File: src/rtl/alarm_pkg.sv
package alarm_pkg;
  localparam int unsigned CODE_W       = 17;
  localparam int unsigned WINDOW_TICKS = 60;
endpackage

File: src/rtl/alarm_code_reg.sv
module alarm_code_reg #(
  parameter int unsigned CODE_W = alarm_pkg::CODE_W
) (
  input  logic              clk_i,
  input  logic              rst_ni,
  input  logic              load_i,
  input  logic              clear_i,
  input  logic [CODE_W-1:0] code_i,
  output logic [CODE_W-1:0] alarm_o
);
  logic [CODE_W-1:0] alarm_q;

  always_ff @(posedge clk_i or negedge rst_ni) begin
    if (!rst_ni)      alarm_q <= '0;
    else if (clear_i) alarm_q <= '0;
    else if (load_i)  alarm_q <= code_i;
  end

  assign alarm_o = alarm_q;


  clear_zero_chk: assert property (@(posedge clk_i) disable iff (!rst_ni)
    clear_i |=> (alarm_o == '0));


  load_store_chk: assert property (@(posedge clk_i) disable iff (!rst_ni)
    (load_i && !clear_i) |=> (alarm_o == $past(code_i)));
endmodule

File: src/rtl/alarm_cmp.sv
module alarm_cmp #(
  parameter int unsigned CODE_W = alarm_pkg::CODE_W
) (
  input  logic              clk_i,
  input  logic              rst_ni,
  input  logic [CODE_W-1:0] alarm_i,
  input  logic [CODE_W-1:0] time_i,
  output logic              rise_o
);
  logic [CODE_W-1:0] bit_eq;
  logic              armed;
  logic              eq_c;
  logic              eq_q;

  for (genvar b = 0; b < CODE_W; b++) begin : g_bit
    assign bit_eq[b] = ~(alarm_i[b] ^ time_i[b]);
  end

  // all-zero setting means "not set"
  assign armed = |alarm_i;
  assign eq_c  = armed & (&bit_eq);

  always_ff @(posedge clk_i or negedge rst_ni) begin
    if (!rst_ni) eq_q <= 1'b0;
    else         eq_q <= eq_c;
  end

  assign rise_o = eq_c & ~eq_q;


  zero_never_chk: assert property (@(posedge clk_i) disable iff (!rst_ni)
    (alarm_i == '0) |-> !rise_o);


  no_double_rise_chk: assert property (@(posedge clk_i) disable iff (!rst_ni)
    rise_o |=> !rise_o);
endmodule

File: src/rtl/alarm_window.sv
module alarm_window #(
  parameter int unsigned WINDOW_TICKS = alarm_pkg::WINDOW_TICKS,
  localparam int unsigned CNT_W       = $clog2(WINDOW_TICKS)
) (
  input  logic clk_i,
  input  logic rst_ni,
  input  logic start_i,
  input  logic cancel_i,
  input  logic tick_i,
  output logic active_o
);
  localparam logic [CNT_W-1:0] LAST = CNT_W'(WINDOW_TICKS - 1);

  logic             active_q;
  logic [CNT_W-1:0] cnt_q;

  always_ff @(posedge clk_i or negedge rst_ni) begin
    if (!rst_ni) begin
      active_q <= 1'b0;
      cnt_q    <= '0;
    end else if (cancel_i) begin
      active_q <= 1'b0;
      cnt_q    <= '0;
    end else if (start_i) begin
      active_q <= 1'b1;
      cnt_q    <= '0;
    end else if (active_q && tick_i) begin
      if (cnt_q == LAST) begin
        active_q <= 1'b0;
        cnt_q    <= '0;
      end else begin
        cnt_q <= cnt_q + 1'b1;
      end
    end
  end

  assign active_o = active_q;


  cnt_bound_chk: assert property (@(posedge clk_i) disable iff (!rst_ni)
    cnt_q <= LAST);


  cancel_chk: assert property (@(posedge clk_i) disable iff (!rst_ni)
    cancel_i |=> !active_o);


  start_chk: assert property (@(posedge clk_i) disable iff (!rst_ni)
    (start_i && !cancel_i) |=> (active_o && cnt_q == '0));


  hold_chk: assert property (@(posedge clk_i) disable iff (!rst_ni)
    (active_o && !tick_i && !cancel_i) |=> active_o);
endmodule

File: src/rtl/alarm_match_unit.sv
module alarm_match_unit #(
  parameter int unsigned CODE_W       = alarm_pkg::CODE_W,
  parameter int unsigned WINDOW_TICKS = alarm_pkg::WINDOW_TICKS
) (
  input  logic              clk_i,
  input  logic              rst_ni,
  input  logic              tick_1hz_i,
  input  logic              load_i,
  input  logic              clear_i,
  input  logic [CODE_W-1:0] code_i,
  input  logic [CODE_W-1:0] time_i,
  input  logic              disable_i,
  output logic              buzz_o
);
  logic [CODE_W-1:0] alarm_code;
  logic              match_rise;
  logic              cancel;

  // a new setting, a cleared setting or a disable all end the window
  assign cancel = disable_i | load_i | clear_i;

  alarm_code_reg #(.CODE_W(CODE_W)) u_reg (
    .clk_i   (clk_i),
    .rst_ni  (rst_ni),
    .load_i  (load_i),
    .clear_i (clear_i),
    .code_i  (code_i),
    .alarm_o (alarm_code)
  );

  alarm_cmp #(.CODE_W(CODE_W)) u_cmp (
    .clk_i   (clk_i),
    .rst_ni  (rst_ni),
    .alarm_i (alarm_code),
    .time_i  (time_i),
    .rise_o  (match_rise)
  );

  alarm_window #(.WINDOW_TICKS(WINDOW_TICKS)) u_win (
    .clk_i    (clk_i),
    .rst_ni   (rst_ni),
    .start_i  (match_rise),
    .cancel_i (cancel),
    .tick_i   (tick_1hz_i),
    .active_o (buzz_o)
  );


  disable_quiet_chk: assert property (@(posedge clk_i) disable iff (!rst_ni)
    disable_i |=> !buzz_o);


  buzz_needs_set_chk: assert property (@(posedge clk_i) disable iff (!rst_ni)
    $rose(buzz_o) |-> (alarm_code != '0));
endmodule

File: config.mk
export PLATFORM = sky130hd
export DESIGN_NAME = alarm_match_unit
export DESIGN_NICKNAME = d
export VERILOG_FILES = /design/src/rtl/alarm_pkg.sv /design/src/rtl/alarm_code_reg.sv /design/src/rtl/alarm_cmp.sv /design/src/rtl/alarm_window.sv /design/src/rtl/alarm_match_unit.sv
export SDC_FILE = /design/constraint.sdc
export NUM_CORES = 1
export LEC_CHECK = 0
export ABC_AREA = 1
export BUFFER_PORTS_ARGS = -buffer_cell sky130_fd_sc_hd__buf_2
export CAP_MARGIN = 40
export CORE_AREA = 2 2 64 66
export DETAILED_ROUTE_END_ITERATION = 12
export DIE_AREA = 0 0 66 68
export PLACE_DENSITY = 0.65
export SLEW_MARGIN = 40
export SYNTH_ARGS = -nofsm -noshare
export SYNTH_HDL_FRONTEND = slang
export SYNTH_SLANG_ARGS = --single-unit
File: constraint.sdc
create_clock -name clk_i -period 1.58 [get_ports clk_i]
set_clock_uncertainty 0.15 [all_clocks]
set_input_delay 0.079 -clock clk_i [delete_from_list [all_inputs] [get_ports clk_i]]
set_output_delay 0.079 -clock clk_i [all_outputs]
set_load 0.02 [all_outputs]
==> results of run 1 <==
cell usage after synthesis:
master	count	area share [%]
xor2_1	2	1.2
or2_2	1	0.43
and2_2	1	0.51
nor3_1	1	0.34
nor2_1	13	3.3
nor2_4	1	0.77
nand2_1	41	10
nor2_2	1	0.43
dfrtp_1	25	43
buf_4	2	1.0
nand4_1	16	6.8
inv_2	1	0.26
inv_1	27	6.9
a21oi_1	3	1.0
ha_1	1	0.85
o21ai_0	17	5.8
nand3_2	1	0.68
nand3_1	23	7.8
clkinv_1	1	0.26
xnor2_1	13	7.8
clkbuf_1	3	0.77
worst paths after layout:
check / start / end / slack [ps] / depth (start not counted)
min: tick_1hz_i / u_win.cnt_q[1]$_DFFE_PN0P_ / 90 / 4
min reg2reg: u_cmp.eq_q$_DFF_PN0_ / u_win.active_o$_DFFE_PN0P_ / 400 / 3
min in group asynchronous: rst_ni / u_reg.alarm_o[3]$_DFFE_PN0P_ / 180 / 2
max: u_reg.alarm_o[8]$_DFFE_PN0P_ / u_win.cnt_q[3]$_DFFE_PN0P_ / 8 / 8
max reg2reg: u_reg.alarm_o[8]$_DFFE_PN0P_ / u_win.cnt_q[3]$_DFFE_PN0P_ / 8 / 8
max in group asynchronous: rst_ni / u_cmp.eq_q$_DFF_PN0_ / 730 / 2
per-stage QoR:
| step | TNS [ps] | hold WS, ps | worst slack (ps) |
|---|---|---|---|
| 2_1_floorplan | 0 | -367 | 156 |
| 3_3_place_gp | -109 | -45.8 | -30.9 |
| 3_5_place_dp | -287 | -48.7 | -63.0 |
| 4_1_cts | -85.5 | 91.4 | -31.5 |
| 5_1_grt | -475 | 167 | -91.6 |
| 6_report | 0 | 93.6 | 7.56 |
final cells by class:
| cell class | instances | share of cell area [%] |
|---|---|---|
| Tap cell | 50 | 3.13 |
| Multi-Input combinational cell | 135 | 36.0 |
| Inverter | 29 | 5.44 |
| Sequential cell | 25 | 31.3 |
| Timing Repair Buffer | 65 | 21.8 |
| Clock inverter | 1 | 0.250 |
| Clock buffer | 3 | 2.07 |
timing repair:
action | 4_1_cts | 5_1_grt
endpoints found under the hold margin | 43 | 0
hold buffers | 19 | 0
setup endpoints to repair | 7 | 7
pin swaps | 10 | 10
resized for setup | 3 | 6
setup buffers | 0 | 2
routing by layer:
layer	GRT usage, %	wire [microns]	vias to the layer above
li1	-	-	759
met1	20.0	1520	676
met2	33.3	1760	35
met3	2.14	136	5
met4	5.36	45	0
met5	0	0	-
sequential cells by signal, indices dropped and copies added (netlist names):
signal          cells
u_reg.alarm_o      17
u_win.active_o      1
u_win.cnt_q         6
u_cmp.eq_q          1
report_power, final:
part,switching (mW),internal (mW)
clock network,0.197,0.176
logic,0.124,0.128
registers,0.0175,0.664
critical path: stages, from the launching register on:
cell     delay [ps]
dfrtp_1         400
xnor2_1         140
nand2_1          90
nor2_2          120
nand2_2          80
nor2_4          130
nand4_1         180
nand4_1         130
nand2_1          50
logic make-up (layout without fill, tap and decap cells):
logic type	after synthesis	in the layout	synth area share [%]
compound gates	20	20	6.81
simple gates	99	99	31.6
flops	25	25	42.6
xor+xnor	15	15	8.94
buf+inv	34	98	9.20
fa+ha+maj	1	1	0.852
==> key figures, run 1 <==
Outcome
  • Outcome: completed

Floorplanning
  • Die Width: between 60 and 70 microns
  • # IOs: slightly above 40
  • Die area: 4490 sq um
  • Core area: roughly 3900 sq um
  • Initial Utilization: approximately two fifths
  • Vert. Die Dim: just under 70 microns
  • Row count: 23

Final layout
  • Final nets: 300
  • Area growth syn-to-layout: 36.1%
  • Most common cell after layout, fill and taps aside: buf_2
  • Share of cells above drive strength 1: between 20% and 30%
  • Storage cell area: between 600 and 700 sq um
  • Post-layout utilization of the core: 51.8%
  • Area of the multi-input gates: 721 sq um
  • Most frequent cells in the layout: buf_2, nand2_1, dfrtp_1, inv_1, nand3_1
  • Design area: around 2000 sq um
  • Filler Cell Count: around 380
  • Antenna cell count: 0
  • Finished Layout Cells: between 300 and 400

Yosys
  • Syn_area_per_cell: about 7.6 sq um
  • Yosys warns: 0
  • Synth Cell Area: roughly 1500 sq um
  • Mapped Nets: approximately 240
  • Yosys reg bits: 25
  • Synth cell types: 21
  • Post-Synthesis Cells: ~190
  • Sequential element share of the synthesized area: a little over two fifths

Setup path
  • Peak fanout along the critical path: 4
  • Setup CP Type: reg2reg
  • Critical Path AT: approximately 1600 ps
  • Startpoint types: flip-flop
  • CP required: around 1600 ps
  • Crit. End Element: flip-flop

STA
  • Rel. slew slack: ~63%
  • Final Max Slew Viols: 0
  • RSZ-0062 raised after global routing: yes
  • Final hold vios: 0
  • Max Fclk: about 0.64 GHz
  • Final Critical Period: between 1500 and 2000 ps
  • Final setup vio count: 0
  • Worst-Margin Slew: roughly 550 ps
  • Period utilisation layout: ~100%

Flow run
  • Total of max-cap violations: 0

Global route
  • First-pass GRT wire length: around 6100 microns
  • Largest net degree at the start of global routing: 26
  • Total grt overflow: 0
  • Vias in the first global route: roughly 1,500
  • Antenna violations before repair: 0
  • All-Layer GR Usage: 17.3%

Drt
  • Pre-antenna DRT Iters: 4
  • Vias/cell: roughly 4.8
  • Antenna viol nets, final: 0
  • Vias after detailed routing: between 1,000 and 1,500
  • DR WL/cell: approximately 11 microns
  • DRC Markers: 0
  • Initial DRC count: 33
  • Post-Route WL: between 3000 and 4000 microns

Clock tree
  • CTS tree: yes
  • Clock Sinks: 25
  • Htree depth: 1
  • Root Buffer: clkbuf_8
  • Worst skew pair latency: 270 ps
  • Clock transition at path regs: 90 ps
  • TritonCTS Buffers: 3
  • Longest Clk Path Bufs: 2

Placement
  • Routability cong.: about 0.76
  • Detailed placement HPWL: approximately 2600 microns
  • Buffers on Ports: 40
  • Inst Count DP: ~280
  • DP Area: about 1700 sq um

Power
  • Leakage power: 0.953 nW
  • PwrDens: 654 nW/um^2
  • Final Power: between 1 and 1.5 mW
  • Peak supply drop: ~0.44 mV

Min path
  • HP Class: in2reg
Note: power is estimated with default switching activity, not from simulation.
==> run 2, diff against run 1 <==
--- a/config.mk
+++ b/config.mk
@@ -9,10 +9,11 @@
 export BUFFER_PORTS_ARGS = -buffer_cell sky130_fd_sc_hd__buf_2
 export CAP_MARGIN = 40
-export CORE_AREA = 2 2 64 66
+export CORE_AREA = 2 2 66 68
 export DETAILED_ROUTE_END_ITERATION = 12
-export DIE_AREA = 0 0 66 68
-export PLACE_DENSITY = 0.65
+export DIE_AREA = 0 0 68 70
+export PLACE_DENSITY = 0.64
 export SLEW_MARGIN = 40
 export SYNTH_ARGS = -nofsm -noshare
 export SYNTH_HDL_FRONTEND = slang
+export SYNTH_HIERARCHICAL = 1
 export SYNTH_SLANG_ARGS = --single-unit
--- a/constraint.sdc
+++ b/constraint.sdc
@@ -3,3 +3,3 @@
 set_input_delay 0.079 -clock clk_i [delete_from_list [all_inputs] [get_ports clk_i]]
 set_output_delay 0.079 -clock clk_i [all_outputs]
-set_load 0.02 [all_outputs]
+set_load 0.005 [all_outputs]
==> run 2 against run 1 <==
The flow now finishes with violations (negative setup slack). Sequential share of layout area down 1.2 points. Critical path depth is 5 higher. Cell count is 15% higher. Total power is 1.1% higher. Synthesized cell count up 23%. Global-route usage down 2.2 points. Clock-buffer cell count is 1 higher. Sequential power up 1%. Synthesized area is 5.3% higher. Final area grew 4.0%. Highest routed layer unchanged.
==> key figures, run 2 <==
Yosys
  • Count leader, synth: nand2_1 (unchanged)
  • Yosys warns: 6 (was 0)
  • Sequential element share of the synthesized area: 40.5% (was 42.6%)
  • Synth cell types: 19 (was 21)
  • Yosys reg bits: 25 (unchanged)
  • Post-Synth XOR/XNOR Area: 1.13% (was 8.94%)
  • Ys async rst share: 100% (unchanged)
  • Mapped Nets: 279 (was 235)
  • Synth area leaders: dfrtp_1, nand2_1, nor2_1 (was dfrtp_1, nand2_1, nand3_1)
  • Multiplexer share of the synthesized area: 0% (unchanged)
  • Most used DFF post-synth: dfrtp_1 (unchanged)
  • Synth Cell Area: 1550 sq um (was 1470 sq um)
  • Compound-Gate Fraction of Synth Area: 0.728% (was 6.81%)
  • Post-Synthesis Cells: 238 (was 194)
  • Largest family of logic cells by synthesized area: simple AND/OR/NAND/NOR gates (unchanged)
  • Post-synth top area share: 40.5% (was 42.6%)
  • Post-Synth Adder-Cell Area: 0.809% (was 0.852%)
  • Syn_area_per_cell: 6.50 sq um (was 7.57 sq um)
  • Largest area contributor in the netlist: dfrtp_1 (unchanged)
  • Top post-synthesis cells by count: nand2_1, nor2_1, inv_1, dfrtp_1, nand3_1 (was nand2_1, inv_1, dfrtp_1, nand3_1, o21ai_0)
  • EDFF count, synth: 0 (unchanged)
  • Simple-gate share of the synthesized area: 45.5% (was 31.6%)

STA
  • Worst-Margin Slew: 568 ps (was 552 ps)
  • Final worst setup slack: -193 ps (was 7.56 ps)
  • Final hold vios: 0 (unchanged)
  • Max Fclk: 0.564 GHz (was 0.636 GHz)
  • Final Critical Period: 1770 ps (was 1570 ps)
  • Hold Slack: 31.4 ps (was 93.6 ps)
  • Rel. slew slack: 62.1% (was 63.2%)
  • Period utilisation layout: 112% (was 99.5%)
  • RSZ-0062 raised after global routing: yes (unchanged)
  • Final Max Slew Viols: 0 (unchanged)
  • Final setup vio count: 6 (was 0)

Drt
  • DR WL/cell: 9.77 microns (was 11.3 microns)
  • Vias after detailed routing: 1,530 (was 1,475)
  • Pre-antenna DRT Iters: 4 (unchanged)
  • Vias/cell: 4.32 (was 4.79)
  • Post-Route WL: 3460 microns (was 3470 microns)
  • Antenna viol nets, final: 0 (unchanged)
  • Initial DRC count: 31 (was 33)
  • DRC Markers: 0 (unchanged)

Floorplanning
  • Die area: 4760 sq um (was 4490 sq um)
  • Core area: 4140 sq um (was 3860 sq um)
  • Die Width: 68 microns (was 66 microns)
  • # IOs: 41 (unchanged)
  • Row count: 24 (was 23)
  • Vert. Die Dim: 70 microns (was 68 microns)
  • Initial Utilization: 37.3% (was 38.1%)

Final layout
  • Design area: 2080 sq um (was 2000 sq um)
  • Most common cell after layout, fill and taps aside: nand2_1 (was buf_2)
  • Area growth syn-to-layout: 34.5% (was 36.1%)
  • Max reg flops: 17 (unchanged)
  • Final nets: 344 (was 300)
  • Share of cells above drive strength 1: 21.9% (was 25.2%)
  • Filler Cell Count: 422 (was 382)
  • Most frequent cells in the layout: nand2_1, nor2_1, buf_2, inv_1, dfrtp_1 (was buf_2, nand2_1, dfrtp_1, inv_1, nand3_1)
  • Antenna cell count: 0 (unchanged)
  • Finished Layout Cells: 354 (was 308)

Global route
  • M3 GR Usage: 2.09% (was 2.14%)
  • Met2 Usage GRT: 27.2% (was 33.3%)
  • Antenna violations before repair: 0 (unchanged)
  • Total grt overflow: 0 (unchanged)
  • Met1 Usage GRT: 18.7% (was 20.0%)
  • All-Layer GR Usage: 15.1% (was 17.3%)
  • Largest net degree at the start of global routing: 26 (unchanged)
  • Vias in the first global route: 1,435 (was 1,494)
  • First-pass GRT wire length: 5690 microns (was 6090 microns)
  • Gr busiest metal: met2 (unchanged)

Flow run
  • Total of max-cap violations: 0 (unchanged)

Outcome
  • Outcome: complete, but fails checks (was completed)
  • Failing checks: negative setup slack

Setup path
  • R2R Setup Slk: -190 ps (was 8 ps)
  • Setup CP Type: reg2reg (unchanged)
  • Reg-to-Reg Start: u_reg/alarm_o[2]$_DFFE_PN0P_ (was u_reg.alarm_o[8]$_DFFE_PN0P_)
  • Crit. End Element: flip-flop (unchanged)
  • Critical Path AT: 1790 ps (was 1590 ps)
  • Critical Path Start: u_reg/alarm_o[2]$_DFFE_PN0P_ (was u_reg.alarm_o[8]$_DFFE_PN0P_)
  • Startpoint types: flip-flop (unchanged)
  • CP required: 1590 ps (was 1600 ps)
  • Peak fanout along the critical path: 7 (was 4)
  • R2R depth: 13 (was 8)

Clock tree
  • Worst skew pair latency: 260 ps (was 270 ps)
  • Htree depth: 1 (unchanged)
  • CTS tree: yes (unchanged)
  • Root Buffer: clkbuf_8 (unchanged)
  • Clock transition at path regs: 80 ps (was 90 ps)
  • Clock Sinks: 25 (unchanged)
  • Longest Clk Path Bufs: 2 (unchanged)
  • TritonCTS Buffers: 3 (unchanged)

Placement
  • Detailed placement HPWL: 2490 microns (was 2620 microns)
  • Buffers on Ports: 40 (unchanged)
  • Routability cong.: 0.816 (was 0.760)
  • Inst Count DP: 327 (was 283)
  • DP Area: 1790 sq um (was 1740 sq um)

Power
  • Peak supply drop: 0.418 mV (was 0.440 mV)
  • PwrDens: 636 nW/um^2 (was 654 nW/um^2)
  • Leakage power: 1.22 nW (was 0.953 nW)

Min path
  • Hold Path Origin: tick_1hz_i (unchanged)
  • Hold depth: 4 (unchanged)
  • HP Class: in2reg (unchanged)
## run 2: routing by layer
layer / part of all wire, % / wire length, microns
met1: 48 / 1660
met2: 47 / 1630
met4: 0.72 / 25
met5: 0 / 0
met3: 4.1 / 143
## run 2: final cells by class
type | count | area, sq um | area share (%)
Inverter | 37 | 139 | 6.68
Multi-Input combinational cell | 172 | 779 | 37.5
Sequential cell | 25 | 626 | 30.1
Tap cell | 52 | 65.1 | 3.13
Clock buffer | 4 | 45.0 | 2.17
Timing Repair Buffer | 64 | 425 | 20.5
## run 2: timing repair
item | 4_1_cts | 5_1_grt
endpoints found under the setup margin | 7 | 7
hold buffers | 18 | 0
pin swaps | 7 | 2
gates resized for setup | 2 | 5
hold endpoints to repair | 42 | 0
setup buffers | 2 | 3
## run 2: final timing paths
path | to
worst max-delay path | u_win/cnt_q[3]$_DFFE_PN0P_
worst min-delay path | u_win/cnt_q[1]$_DFFE_PN0P_
worst max register to register | u_win/cnt_q[3]$_DFFE_PN0P_
worst min register to register | u_win/active_o$_DFFE_PN0P_
max in group asynchronous | u_win/cnt_q[1]$_DFFE_PN0P_
min in group asynchronous | u_win/active_o$_DFFE_PN0P_
## run 2: per-stage QoR
stage / setup slack, ps / power (mW) / TNS (ps) / utilization [%]
2_1_floorplan: -47.3 / 0.826 / -111 / -
4_1_cts: -193 / 1.33 / -925 / 49.2
3_5_place_dp: -214 / 0.919 / -1040 / 43.1
3_3_place_gp: -203 / 0.915 / -940 / 43.1
5_1_grt: -328 / 1.40 / -1900 / 50.2
6_report: -193 / 1.32 / -906 / 50.2
## run 2: cell families (layout without fill, tap and decap cells)
kind of cell | count (synthesis) | count (layout)
AND/OR/NAND/NOR | 167 | 167
buffers and inverters | 41 | 105
flip-flops | 25 | 25
AO/OA/AOI/OAI | 2 | 2
XOR/XNOR | 2 | 2
adder cells (fa/ha/maj) | 1 | 1
## run 2: power by group
group	total [mW]	internal (mW)	switching [mW]	leakage, nW
combinational	0.256	0.124	0.132	0.861
clock	0.377	0.180	0.197	0.0228
sequential	0.689	0.664	0.0251	0.338
## run 2: critical path: stages, from the launching register on
cell and delay, ps:
dfrtp_1 420, nor2_1 120, nand2_1 70, nor2_1 100, nand2_1 60, nand2_1 50, nand2_1 50, nand3_2 90
nor2_4 50, nor2_4 130, nand2_4 100, nand2_2 80, xor2_2 150, nor2_2 40
==> run 3, diff against run 2 <==
clock period = 1.95 ns   (was 1.58 ns; I/O delays follow)
==> run 3 against run 2 <==
The run now ends clean. Register-to-register slack gained 330 ps. Non-clock buffer count shrank 5. Wire length grew 2.1%. First-iteration DRC count shrank 26%. Global-route usage grew 1.2 points. Hold slack gained 31 ps. Combinational power shrank 21%. Sequential share of layout area grew 0.70 points. Cell count shrank 1.4%. Worst setup slack gained 330 ps. Utilization shrank 1.1 points. Critical path type unchanged. Critical endpoint unchanged.
==> key figures, run 3 (same netlist as run 2, synthesis figures left out) <==
Setup path
  • Peak fanout along the critical path: 7 (unchanged)
  • Reg-to-Reg Start: u_reg/alarm_o[4]$_DFFE_PN0P_ (was u_reg/alarm_o[2]$_DFFE_PN0P_)
  • Setup CP Type: reg2reg (unchanged)
  • Worst path max stage delay: 420 ps (about the same)
  • CP required: 1960 ps (was 1590 ps)
  • RR Endpoint: u_win/cnt_q[3]$_DFFE_PN0P_ (unchanged)
  • CP most frequent cell: nand2_1 (unchanged)
  • Startpoint types: flip-flop (unchanged)
  • CP Cell Sequence: inv_1 > nand2_1 > nand2_1 > nor2_2 > nand2_1 > nor2_2 > nand3_2 > nor2_4 > nor2_4 > nand2_4 > nand2_1 > xor2_1 > nor2_2 (was nor2_1 > nand2_1 > nor2_1 > nand2_1 > nand2_1 > nand2_1 > nand3_2 > nor2_4 > nor2_4 > nand2_4 > nand2_2 > xor2_2 > nor2_2)
  • Setup crit end: u_win/cnt_q[3]$_DFFE_PN0P_ (unchanged)
  • Critical Path AT: 1830 ps (was 1790 ps)
  • Critical Path Start: u_reg/alarm_o[4]$_DFFE_PN0P_ (was u_reg/alarm_o[2]$_DFFE_PN0P_)
  • Slowest CP cell: dfrtp_1 (unchanged)
  • R2R depth: 13 (unchanged)
  • Crit. End Element: flip-flop (unchanged)
  • R2R Setup Slk: 130 ps (was -190 ps)

STA
  • Worst-Margin Slew: 587 ps (was 568 ps)
  • Final setup vio count: 0 (was 6)
  • Final hold vios: 0 (unchanged)
  • Max Fclk: 0.550 GHz (was 0.564 GHz)
  • Final Max Slew Viols: 0 (unchanged)
  • RSZ-0062 raised after global routing: yes (unchanged)
  • Rel. slew slack: 60.9% (was 62.1%)
  • Final Critical Period: 1820 ps (was 1770 ps)
  • Period utilisation layout: 93.2% (was 112%)
  • Hold Slack: 62.6 ps (was 31.4 ps)
  • Final worst setup slack: 133 ps (was -193 ps)

Global route
  • Met1 Usage GRT: 23.6% (was 18.7%)
  • First-pass GRT wire length: 5920 microns (was 5690 microns)
  • Vias in the first global route: 1,356 (was 1,435)
  • Gr busiest metal: met2 (unchanged)
  • Met2 Usage GRT: 25.1% (was 27.2%)
  • Total grt overflow: 0 (unchanged)
  • All-Layer GR Usage: 16.3% (was 15.1%)
  • Largest net degree at the start of global routing: 26 (unchanged)
  • Antenna violations before repair: 0 (unchanged)
  • M3 GR Usage: 1.61% (was 2.09%)

Final layout
  • Area growth syn-to-layout: 31.4% (was 34.5%)
  • Antenna cell count: 0 (unchanged)
  • Post-layout utilization of the core: 49.0% (was 50.2%)
  • Most frequent cells in the layout: nand2_1, nor2_1, buf_2, inv_1, dfrtp_1 (unchanged)
  • Max reg flops: 17 (unchanged)
  • Final nets: 339 (was 344)
  • Most common cell after layout, fill and taps aside: nand2_1 (unchanged)
  • Design area: 2030 sq um (was 2080 sq um)
  • Share of cells above drive strength 1: 19.9% (was 21.9%)

Power
  • Int Power: 0.779 mW (was 0.968 mW)
  • Peak supply drop: 0.297 mV (was 0.418 mV)
  • PwrDens: 526 nW/um^2 (was 636 nW/um^2)
  • Leakage power: 1.19 nW (was 1.22 nW)
  • Register share of total power: 52.1% (about the same)
  • Sw power: 0.290 mW (was 0.354 mW)
  • Combinational share of power: 19.0% (was 19.4%)
  • Final Power: 1.07 mW (was 1.32 mW)
  • Clock network fraction of total power: 28.9% (was 28.5%)
  • Sw frac: 27.1% (was 26.8%)

Placement
  • Detailed placement HPWL: 2480 microns (was 2490 microns)
  • DP Area: 1770 sq um (was 1790 sq um)
  • Buffers on Ports: 40 (unchanged)
  • Placement-stage worst setup slack: 32.1 ps (was -214 ps)
  • Routability cong.: 0.787 (was 0.816)

Floorplanning
  • Core area: 4140 sq um (unchanged)
  • Vert. Die Dim: 70 microns (unchanged)
  • Die area: 4760 sq um (unchanged)
  • Die Width: 68 microns (unchanged)
  • # IOs: 41 (unchanged)
  • Initial Utilization: 37.3% (unchanged)
  • Row count: 24 (unchanged)

Drt
  • Initial DRC count: 23 (was 31)
  • Vias after detailed routing: 1,479 (was 1,530)
  • Post-Route WL: 3530 microns (was 3460 microns)
  • Pre-antenna DRT Iters: 6 (was 4)
  • Antenna viol nets, final: 0 (unchanged)
  • DR WL/cell: 10.1 microns (was 9.77 microns)
  • DRC Markers: 0 (unchanged)
  • Vias/cell: 4.24 (was 4.32)

Clock tree
  • Longest Clk Path Bufs: 2 (unchanged)
  • Root Buffer: clkbuf_8 (unchanged)
  • Worst skew pair latency: 270 ps (was 260 ps)
  • CTS tree: yes (unchanged)
  • Clock transition at path regs: 90 ps (was 80 ps)
  • TritonCTS Buffers: 3 (unchanged)
  • Clock Sinks: 25 (unchanged)
  • Htree depth: 1 (unchanged)

Min path
  • HP Class: in2reg (unchanged)

Flow run
  • Total of max-cap violations: 0 (unchanged)

Outcome
  • Outcome: completed (was complete, but fails checks)
run 3: layout make-up:
cell class                      count  area (sq um)
Clock buffer                        4          45.0
Fill cell                         441          2110
Inverter                           37           139
Multi-Input combinational cell    172           769
Sequential cell                    25           626
Tap cell                           52          65.1
Timing Repair Buffer               59           388
run 3: metrics by stage:
stage,instances,setup TNS [ps]
floorplan,238,0
global placement,326,0
detailed placement,326,0
CTS,348,0
global route,349,-174
finish,349,0
run 3: worst min-delay path by stage:
stage                     startpoint                       endpoint  slack [ps]  depth (start not counted)
after detailed placement      rst_ni     u_win/cnt_q[4]$_DFFE_PN0P_         -20                          1
final                     tick_1hz_i     u_win/cnt_q[1]$_DFFE_PN0P_          60                          4
after floorplan               rst_ni           u_cmp/eq_q$_DFF_PN0_        -350                          0
after global placement        rst_ni     u_win/cnt_q[4]$_DFFE_PN0P_          -6                          1
after global routing         clear_i  u_reg/alarm_o[13]$_DFFE_PN0P_          80                          4
after CTS                 time_i[16]           u_cmp/eq_q$_DFF_PN0_          40                          5
run 3: worst max-delay path, delay by kind of cell, from the launching register on:
kind                   cells  cell delay (ps)
XOR/XNOR                   1              160
flip-flops                 1              420
buffers and inverters      1               60
AND/OR/NAND/NOR           11              940
run 3: routing by layer:
metal  part of all wire, %  routed length [microns]  vias up
met3                   2.8                       98        6
met2                    47                     1650       26
met1                    49                     1730      623
li1                      -                        -      824
met5                     0                        0        -
met4                   1.5                       53        0
run 3: power groups by stage:
| stage | combinational [mW] | sequential (mW) | clock [mW] |
|---|---|---|---|
| floorplan | 0.106 | 0.563 | 0 |
| global placement | 0.173 | 0.567 | 0 |
| detailed placement | 0.175 | 0.568 | 0 |
| CTS | 0.203 | 0.558 | 0.319 |
| global route | 0.233 | 0.561 | 0.338 |
| finish | 0.203 | 0.557 | 0.308 |
run 3: timing repair:
item / CTS / global route
hold endpoints to repair: 42 / 0
resized for setup: 0 / 7
setup endpoints to repair: 0 / 7
setup buffers: 0 / 1
hold buffers: 18 / 0
